--- config.mk ---
export PLATFORM = sky130hd
export DESIGN_NAME = gpio_xbar_port
export DESIGN_NICKNAME = d
export VERILOG_FILES = /design/src/rtl/gpio_port_pkg.sv /design/src/rtl/gpio_port_regs.sv /design/src/rtl/gpio_port_sync.sv /design/src/rtl/gpio_port_drive.sv /design/src/rtl/gpio_xbar_port.sv
export SDC_FILE = /design/constraint.sdc
export NUM_CORES = 1
export LEC_CHECK = 0
export ABC_AREA = 1
export CORE_MARGIN = 2
export CORE_UTILIZATION = 51
export CTS_CLUSTER_SIZE = 30
export DETAILED_ROUTE_END_ITERATION = 6
export GPL_ROUTABILITY_DRIVEN = 0
export GPL_TIMING_DRIVEN = 1
export PLACE_DENSITY = 0.88
export SLEW_MARGIN = 25
export SYNTH_ARGS = -nofsm -noshare
export SYNTH_HDL_FRONTEND = slang
export SYNTH_HIERARCHICAL = 1
export SYNTH_SLANG_ARGS = --single-unit
--- constraint.sdc ---
create_clock -name clk -period 1.4 [get_ports clk]
set_input_delay 0.28 -clock clk [delete_from_list [all_inputs] [get_ports clk]]
set_output_delay 0.28 -clock clk [all_outputs]
set_load 0.01 [all_outputs]
--- src/rtl/gpio_port_pkg.sv ---
package gpio_port_pkg;
  typedef enum logic [1:0] {
    REG_DATA = 2'd0,
    REG_MODE = 2'd1,
    REG_XEN  = 2'd2,
    REG_NONE = 2'd3
  } reg_sel_e;
endpackage

--- src/rtl/gpio_port_regs.sv ---
module gpio_port_regs
  import gpio_port_pkg::*;
#(
  parameter int W  = 8,
  parameter int IW = $clog2(W)
) (
  input  logic          clk,
  input  logic          rst,
  input  logic          wr_en,
  input  logic [1:0]    addr,
  input  logic [W-1:0]  wdata,
  input  logic          bit_wr,
  input  logic [IW-1:0] bit_idx,
  input  logic          bit_val,
  output logic [W-1:0]  latch_q,
  output logic [W-1:0]  mode_q,
  output logic          xen_q
);
  always_ff @(posedge clk) begin
    if (rst) begin
      latch_q <= '1;
      mode_q  <= '0;
      xen_q   <= 1'b0;
    end else begin
      if (wr_en) begin
        case (reg_sel_e'(addr))
          REG_DATA: latch_q <= wdata;
          REG_MODE: mode_q  <= wdata;
          REG_XEN:  xen_q   <= wdata[0];
          default:  ;
        endcase
      end
      if (bit_wr) latch_q[bit_idx] <= bit_val;
    end
  end


  bit_write_chk: assert property (@(posedge clk) disable iff (rst)
    $past(bit_wr) && !$past(rst) |-> latch_q[$past(bit_idx)] == $past(bit_val));
endmodule

--- src/rtl/gpio_port_sync.sv ---
module gpio_port_sync #(
  parameter int W      = 8,
  parameter int STAGES = 2
) (
  input  logic         clk,
  input  logic         rst,
  input  logic [W-1:0] d,
  output logic [W-1:0] q
);
  logic [W-1:0] stg [STAGES];

  generate
    for (genvar s = 0; s < STAGES; s++) begin : g_stage
      if (s == 0) begin : g_first
        always_ff @(posedge clk) stg[0] <= rst ? '0 : d;
      end else begin : g_next
        always_ff @(posedge clk) stg[s] <= rst ? '0 : stg[s-1];
      end
    end
  endgenerate

  assign q = stg[STAGES-1];
endmodule

--- src/rtl/gpio_port_drive.sv ---
module gpio_port_drive #(
  parameter int W = 8
) (
  input  logic         clk,
  input  logic         rst,
  input  logic         xen,
  input  logic [W-1:0] latch,
  input  logic [W-1:0] mode,
  input  logic [W-1:0] own,
  input  logic [W-1:0] pout,
  input  logic [W-1:0] in_only,
  output logic [W-1:0] pad_oe,
  output logic [W-1:0] pad_do
);
  logic [W-1:0] oe_n, do_n;

  generate
    for (genvar i = 0; i < W; i++) begin : g_pin
      logic val, blocked;
      always_comb begin
        blocked = !xen || (own[i] && in_only[i]);
        val     = own[i] ? pout[i] : latch[i];
        if (blocked) begin
          oe_n[i] = 1'b0;
          do_n[i] = 1'b0;
        end else if (mode[i]) begin
          oe_n[i] = 1'b1;
          do_n[i] = val;
        end else begin
          oe_n[i] = !val;
          do_n[i] = 1'b0;
        end
      end
    end
  endgenerate

  always_ff @(posedge clk) begin
    if (rst) begin
      pad_oe <= '0;
      pad_do <= '0;
    end else begin
      pad_oe <= oe_n;
      pad_do <= do_n;
    end
  end


  gate_off_chk: assert property (@(posedge clk) disable iff (rst)
    !$past(xen) |-> pad_oe == '0);

  in_only_off_chk: assert property (@(posedge clk) disable iff (rst)
    (pad_oe & $past(own & in_only)) == '0);

  od_no_high_chk: assert property (@(posedge clk) disable iff (rst)
    (pad_do & ~$past(mode)) == '0);

  pp_enabled_chk: assert property (@(posedge clk) disable iff (rst)
    $past(xen) |-> (pad_oe & $past(mode & ~(own & in_only))) == $past(mode & ~(own & in_only)));

  periph_value_chk: assert property (@(posedge clk) disable iff (rst)
    $past(xen) |-> ((pad_do ^ $past(pout)) & $past(own & mode & ~in_only)) == '0);
endmodule

--- src/rtl/gpio_xbar_port.sv ---
module gpio_xbar_port
  import gpio_port_pkg::*;
#(
  parameter int W  = 8,
  parameter int IW = $clog2(W)
) (
  input  logic          clk,
  input  logic          rst,
  input  logic          wr_en,
  input  logic          rd_en,
  input  logic [1:0]    addr,
  input  logic [W-1:0]  wdata,
  input  logic          rmw,
  input  logic          bit_wr,
  input  logic [IW-1:0] bit_idx,
  input  logic          bit_val,
  output logic [W-1:0]  rdata,
  output logic          rd_valid,
  input  logic [W-1:0]  pad_in,
  input  logic [W-1:0]  periph_own,
  input  logic [W-1:0]  periph_out,
  input  logic [W-1:0]  periph_in_only,
  output logic [W-1:0]  pad_oe,
  output logic [W-1:0]  pad_do
);
  logic [W-1:0] latch_q, mode_q, pin_s;
  logic         xen_q;

  gpio_port_regs #(.W(W), .IW(IW)) u_regs (
    .clk(clk), .rst(rst), .wr_en(wr_en), .addr(addr), .wdata(wdata),
    .bit_wr(bit_wr), .bit_idx(bit_idx), .bit_val(bit_val),
    .latch_q(latch_q), .mode_q(mode_q), .xen_q(xen_q)
  );

  gpio_port_sync #(.W(W), .STAGES(2)) u_sync (
    .clk(clk), .rst(rst), .d(pad_in), .q(pin_s)
  );

  gpio_port_drive #(.W(W)) u_drive (
    .clk(clk), .rst(rst), .xen(xen_q), .latch(latch_q), .mode(mode_q),
    .own(periph_own), .pout(periph_out), .in_only(periph_in_only),
    .pad_oe(pad_oe), .pad_do(pad_do)
  );

  logic [W-1:0] rd_mux;
  always_comb begin
    case (reg_sel_e'(addr))
      REG_DATA: rd_mux = rmw ? latch_q : pin_s;
      REG_MODE: rd_mux = mode_q;
      REG_XEN:  rd_mux = {{(W-1){1'b0}}, xen_q};
      default:  rd_mux = '0;
    endcase
  end

  always_ff @(posedge clk) begin
    if (rst) begin
      rdata    <= '0;
      rd_valid <= 1'b0;
    end else begin
      rd_valid <= rd_en;
      if (rd_en) rdata <= rd_mux;
    end
  end


  rmw_read_chk: assert property (@(posedge clk) disable iff (rst)
    $past(rd_en && addr == REG_DATA && rmw) && !$past(rst) |-> rdata == $past(latch_q));

  pin_read_chk: assert property (@(posedge clk) disable iff (rst)
    $past(rd_en && addr == REG_DATA && !rmw) && !$past(rst) |-> rdata == $past(pin_s));

  valid_chk: assert property (@(posedge clk) disable iff (rst)
    !$past(rst) |-> rd_valid == $past(rd_en));
endmodule

==> qor.txt, run 1 <==
Leak pwr: 0.00184 uW
Sequential power share: 0.441
Sw Pwr: 918 uW
Worst Hold Class: reg2reg
Final Cycle Share: 0.900
Worst EP required: 1.12 ns
Cts-stage hold buffer count: 0
Layout cells sized above 1: 0.104
Async SR Flop Fraction: 0
Post-synthesis area per instance: 7.04 um2
Row count: 26
CP peak stage delay: 0.36 ns
Logic gate share of total power: 0.131
Total Routing Usage GR: 0.254
Critical path peak fanout: 2
Total nets after synthesis: 425
Worst-skew pair later-pin latency: 0.34 ns
DRC: 0
Drt first pass iters: 5
RSZ-0062 raised after global routing: false
Port Buffers: 76
Cells on Worst Hold Path: 2
Post-DP HPWL: 4.76 mm
Initial antenna violation count: 0
Critical path, cell by cell: dlygate4sd2_1
Worst Setup SP: rdata[1]
Die height: 75.7 um
Switching part of the total: 0.230
Max Slew Vio Count: 0
First-pass GRT wire length: 10.7 mm
Pwr Total: 3990 uW
Placeable Area: 0.00504 mm2
Post CTS Setup Buffer Count: 0
Clock skew: 0.00596 ns
R2R Setup Slk: 0.40 ns
Initial Utilization: 0.521
Tmin final: 1.26 ns
H-tree lvl count: 3
Largest net degree at the start of global routing: 17
Final hold vios: 0
Drt via density: 4.95
Worst path bufs/invs: 1
YS warnings: 6
Slew HR: 0.782
CP max stage cell: dfxtp_1
CTS root buf: clkbuf_8
Max rail drop VDD: 0.000635 V
Hold path startpoint: u_sync/stg[0][1]
Placed cell count: 518
Die area: 0.00574 mm2
Clock power frac: 0.428
Arr. time, crit path: 0.98 ns
R2r startpoint: u_regs/latch_q[1]
Vias in the first global route: 2371
Initial drt markers: 200
Max Freq: 794 MHz
Worst R2R Path Depth: 6
Max Cap Viol: 0
Slew @ Worst Pin: 0.327 ns
Layout area overhead: 39.9%
# nets final: 511
Wire per inst: 12.7 um
I/O pin count: 77
Synthesized area: 0.00263 mm2
Bufs on Longest Clock Path: 2
Post-synth top area share: 0.442
Netlist cell types: 23
Kind of critical path: reg2out
Count leader, synth: nand2_1
Commonest cells in the netlist: nand2_1, inv_1, dfxtp_1
Run status: complete, no violations
Internal Power: 3070 uW
Critical path's top delay family: flip-flops
Number of flops mapped to enable cells by yosys: 0
Synth top area cells: dfxtp_1, nand2_1, inv_1, nor2_1, nand3_1
Via count: 2641
PwrDens: 1090 mW/mm2
Synth Flop Type: dfxtp_1
CTS sink cnt: 58
Final setup vio count: 0
Synth Register Bits: 58
Crit. path cell count: 1
CP Capture Type: output pin
Fin cells: 533
Fillers: 386
Total clock buffers created by CTS: 9
Crit start category: flop
Final Util: 0.729
Total wire length: 6.76 mm
Sequential fraction of the synthesis area: 0.442
Cell count after synthesis: 373
Grt ovf: 0
Clock transition at path regs: 0.06 ns
Synth area leader: dfxtp_1
Die extent in x: 75.7 um
CTS tree: yes
ANT cells: 0
Routed Antenna Nets: 0
## cell families (layout without fill, tap and decap cells)
| family | count (synthesis) | after routing | share of synthesized area |
|---|---|---|---|
| compound gates | 39 | 39 | 0.0887 |
| buf+inv | 91 | 181 | 0.153 |
| flops | 58 | 58 | 0.442 |
| simple gates | 185 | 185 | 0.316 |
## area by class of cell
cell class,instances,area (um2),area share
flip-flops and latches,58,1160,0.316
multi-input cells,224,1060,0.289
repair buffers,90,860,0.234
inverters,76,285,0.0777
clock buffers,13,159,0.0433
well taps,70,87.6,0.0238
clock inverters,2,60.1,0.0163
## placed cells by master, fill, tap and decap left out
| master | netlist | final |
|---|---|---|
| nor2_4 | 4 | 4 |
| dfxtp_1 | 58 | 58 |
| or2_0 | 6 | 6 |
| o211ai_1 | 6 | 6 |
| nor2_2 | 3 | 3 |
| nand2_1 | 89 | 89 |
| nand3_2 | 2 | 2 |
| clkbuf_1 | 2 | 2 |
| nor2_1 | 44 | 44 |
| nand2_2 | 2 | 2 |
| clkbuf_8 | 0 | 11 |
| inv_2 | 6 | 6 |
| a21oi_1 | 9 | 9 |
| a31oi_1 | 6 | 6 |
| o21ai_2 | 1 | 1 |
| clkdlybuf4s50_1 | 0 | 51 |
| o21ai_0 | 14 | 14 |
| a21oi_2 | 3 | 3 |
| inv_1 | 70 | 70 |
| buf_4 | 9 | 12 |
| nand3b_1 | 8 | 8 |
| buf_12 | 0 | 2 |
| bufinv_16 | 0 | 2 |
| dlygate4sd2_1 | 0 | 25 |
| nand3_1 | 27 | 27 |
## per-stage QoR
step | instance area (um2) | hold slack (ns) | setup slack (ns) | setup TNS, ns
global placement | 3490 | 0.392 | -0.0935 | -1.66
floorplan | 2630 | 0.342 | 0.495 | 0
detailed placement | 3490 | 0.395 | -0.130 | -2.06
CTS | 3670 | 0.403 | 0.140 | 0
finish | 3670 | 0.402 | 0.140 | 0
global route | 3670 | 0.421 | 0.0880 | 0
## power by group through the flow
stage	clock (uW)	combinational, uW	sequential [uW]
final	1710	521	1760
after global routing	1790	574	1760
after CTS	1730	517	1760
after detailed placement	0	515	1790
after global placement	0	500	1790
after floorplan	0	249	1790
## flip-flops by register name, indices dropped and copies added (netlist names)
signal	count
u_regs/mode_q	8
u_drive/pad_do	8
rdata	8
u_regs/latch_q	8
rd_valid	1
u_sync/stg	16
u_regs/xen_q	1
u_drive/pad_oe	8
## timing repair
item / in CTS / in global routing
endpoints found under the hold margin: 0 / 0
setup endpoints to repair: 25 / 0
resized for setup: 25 / 0
## metal layers
metal | global-route usage | share of wire | wire length, um
met1 | 0.291 | 0.39 | 2630
met2 | 0.434 | 0.48 | 3270
met3 | 0.0635 | 0.087 | 590
met4 | 0.133 | 0.040 | 271
met5 | 0 | 0 | 0
## worst paths after layout
path / to
worst min-delay path: u_sync/stg[0][9]
worst min register to register: u_sync/stg[0][9]
worst max-delay path: rdata[1]
worst max register to register: rdata[1]
No activity file was read; power rests on OpenSTA's default activity.
==> run 2: changes to the inputs <==
- CORE_UTILIZATION: 51 -> 47
- PLACE_DENSITY: 0.88 -> 0.82
- clock period: 1.4 -> 1.2 ns (I/O delays scaled with it)
==> run 2 against run 1 <==
Wire length is 7.3% lower. Combinational power rose by 17%. Die area up 8.1%.
==> qor.txt, run 2 (synthesis gave the netlist of run 1 again) <==
ANT cells: 0 (unchanged)
Max rail drop VDD: 0.000639 V (was 0.000635 V)
# nets final: 511 (unchanged)
Grt ovf: 0 (unchanged)
CTS tree: yes (unchanged)
Initial antenna violation count: 0 (unchanged)
Via count: 2520 (was 2641)
Largest net degree at the start of global routing: 17 (unchanged)
Drt via density: 4.72 (was 4.95)
Crit start category: flop (unchanged)
Die area: 0.00620 mm2 (was 0.00574 mm2)
Most common cell after layout, fill and taps aside: nand2_1 (unchanged)
Total Routing Usage GR: 0.214 (was 0.254)
Worst Hold Class: in2reg (was reg2reg)
Layout area overhead: 40.6% (was 39.9%)
CTS root buf: clkbuf_8 (unchanged)
Drt first pass iters: 5 (unchanged)
Wire per inst: 11.7 um (was 12.7 um)
R2r startpoint: u_regs/xen_q (was u_regs/latch_q[1])
CP Capture Type: output pin (unchanged)
Clock skew: 0.00375 ns (was 0.00596 ns)
Final hold vios: 0 (unchanged)
Post-DP HPWL: 4.73 mm (was 4.76 mm)
Critical path, cell by cell: dlygate4sd2_1 (unchanged)
Total wire length: 6.27 mm (was 6.76 mm)
I/O pin count: 77 (unchanged)
Commonest non-fill, non-tap cells in the layout: nand2_1, inv_1, dfxtp_1, clkdlybuf4s50_1, nor2_1 (unchanged)
Worst path bufs/invs: 1 (unchanged)
Worst Setup SP: rdata[1] (unchanged)
Slew HR: 0.794 (was 0.782)
Critical path's top delay family: flip-flops (unchanged)
Slew @ Worst Pin: 0.309 ns (was 0.327 ns)
Pwr Total: 4400 uW (was 3990 uW)
CP max stage cell: dfxtp_1 (unchanged)
Port Buffers: 76 (unchanged)
Max Slew Vio Count: 0 (unchanged)
Kind of critical path: reg2out (unchanged)
Die extent in x: 78.7 um (was 75.7 um)
Initial Utilization: 0.483 (was 0.521)
Vias in the first global route: 2278 (was 2371)
Hold path startpoint: addr[0] (was u_sync/stg[0][1])
Max Cap Viol: 0 (unchanged)
Worst-skew pair later-pin latency: 0.33 ns (was 0.34 ns)
PwrDens: 1190 mW/mm2 (was 1090 mW/mm2)
Critical path peak fanout: 2 (unchanged)
CTS sink cnt: 58 (unchanged)
Final Util: 0.678 (was 0.729)
Cts-stage hold buffer count: 0 (unchanged)
Max Freq: 853 MHz
Row count: 27 (was 26)
Tmin final: 1.17 ns
Final Cycle Share: 0.977
Routed Antenna Nets: 0 (unchanged)
Worst EP required: 0.96 ns (was 1.12 ns)
DRC: 0 (unchanged)
Layout cells sized above 1: 0.106 (was 0.104)
Placeable Area: 0.00544 mm2 (was 0.00504 mm2)
Bufs on Longest Clock Path: 2 (unchanged)
Placement Setup Slack: -0.283 ns (was -0.130 ns)
Largest reg by FF count: u_sync/stg (unchanged)
CP peak stage delay: 0.33 ns (was 0.36 ns)
Final WS setup: 0.0274 ns (was 0.140 ns)
Total clock buffers created by CTS: 9 (unchanged)
Leak pwr: 0.00184 uW (about the same)
Die height: 78.7 um (was 75.7 um)
First-pass GRT wire length: 10.2 mm (was 10.7 mm)
Clock transition at path regs: 0.06 ns (about the same)
Arr. time, crit path: 0.93 ns (was 0.98 ns)
Run status: complete, no violations (unchanged)
Initial drt markers: 187 (was 200)
Final setup vio count: 0 (unchanged)
H-tree lvl count: 3 (unchanged)
Largest register FFs: 16 (unchanged)
-- run 2: cell count changes in the layout (fill, tap and decap cells not counted), moves of 3 or more --
cell,change
clkdlybuf4s15_1,+6
dlymetal6s2s_1,+3
clkdlybuf4s50_1,-3
dlygate4sd2_1,-6
-- run 2: layout make-up --
cell class | count | area (um2)
multi-input cells | 224 | 1070
inverters | 76 | 288
repair buffers | 90 | 891
clock inverters | 3 | 40.0
clock buffers | 11 | 151
fillers | 478 | 1750
flip-flops and latches | 58 | 1160
well taps | 72 | 90.1
-- run 2: power by group --
part / total [uW] / internal, uW / switching (uW)
clock network: 1740 / 1040 / 698
registers: 2050 / 2000 / 52.0
logic: 608 / 314 / 294
-- run 2: final timing paths --
path | slack (ns) | to | cells past startpoint
setup / recovery | 0.03 | rdata[1] | 1
setup reg to reg | 0.22 | u_drive/pad_oe[7] | 5
hold / removal | 0.37 | rdata[6] | 5
hold reg to reg | 0.41 | u_sync/stg[0][9] | 2
-- run 2: what timing repair did --
item,CTS,global route
buffers inserted,0,0
setup endpoints to repair,25,13
gates resized for setup,25,14
pin swaps,0,2
gates cloned,0,0
-- run 2: through the flow --
stage / hold slack, ns / cell area (um2) / instances / setup TNS [ns]
3_5_place_dp: 0.399 / 3500 / 520 / -9.08
3_3_place_gp: 0.393 / 3500 / 520 / -8.29
4_1_cts: 0.411 / 3660 / 534 / 0
5_1_grt: 0.417 / 3690 / 534 / -0.00173
2_1_floorplan: 0.302 / 2630 / 373 / 0
6_report: 0.366 / 3690 / 534 / 0
-- run 2: tightest hold or removal path: stages --
cell            delay (ns)
dlymetal6s2s_1        0.15
inv_2                 0.09
nor2_4                0.06
nand2_1               0.05
a31oi_1               0.06
-- run 2: metal layers --
| layer | vias to the layer above | GRT usage | part of all wire |
|---|---|---|---|
| met5 | - | 0 | 0 |
| met4 | 0 | 0.0737 | 0.012 |
| met3 | 7 | 0.0557 | 0.070 |
| met2 | 102 | 0.379 | 0.50 |
| met1 | 1110 | 0.249 | 0.42 |
| li1 | 1301 | - | - |
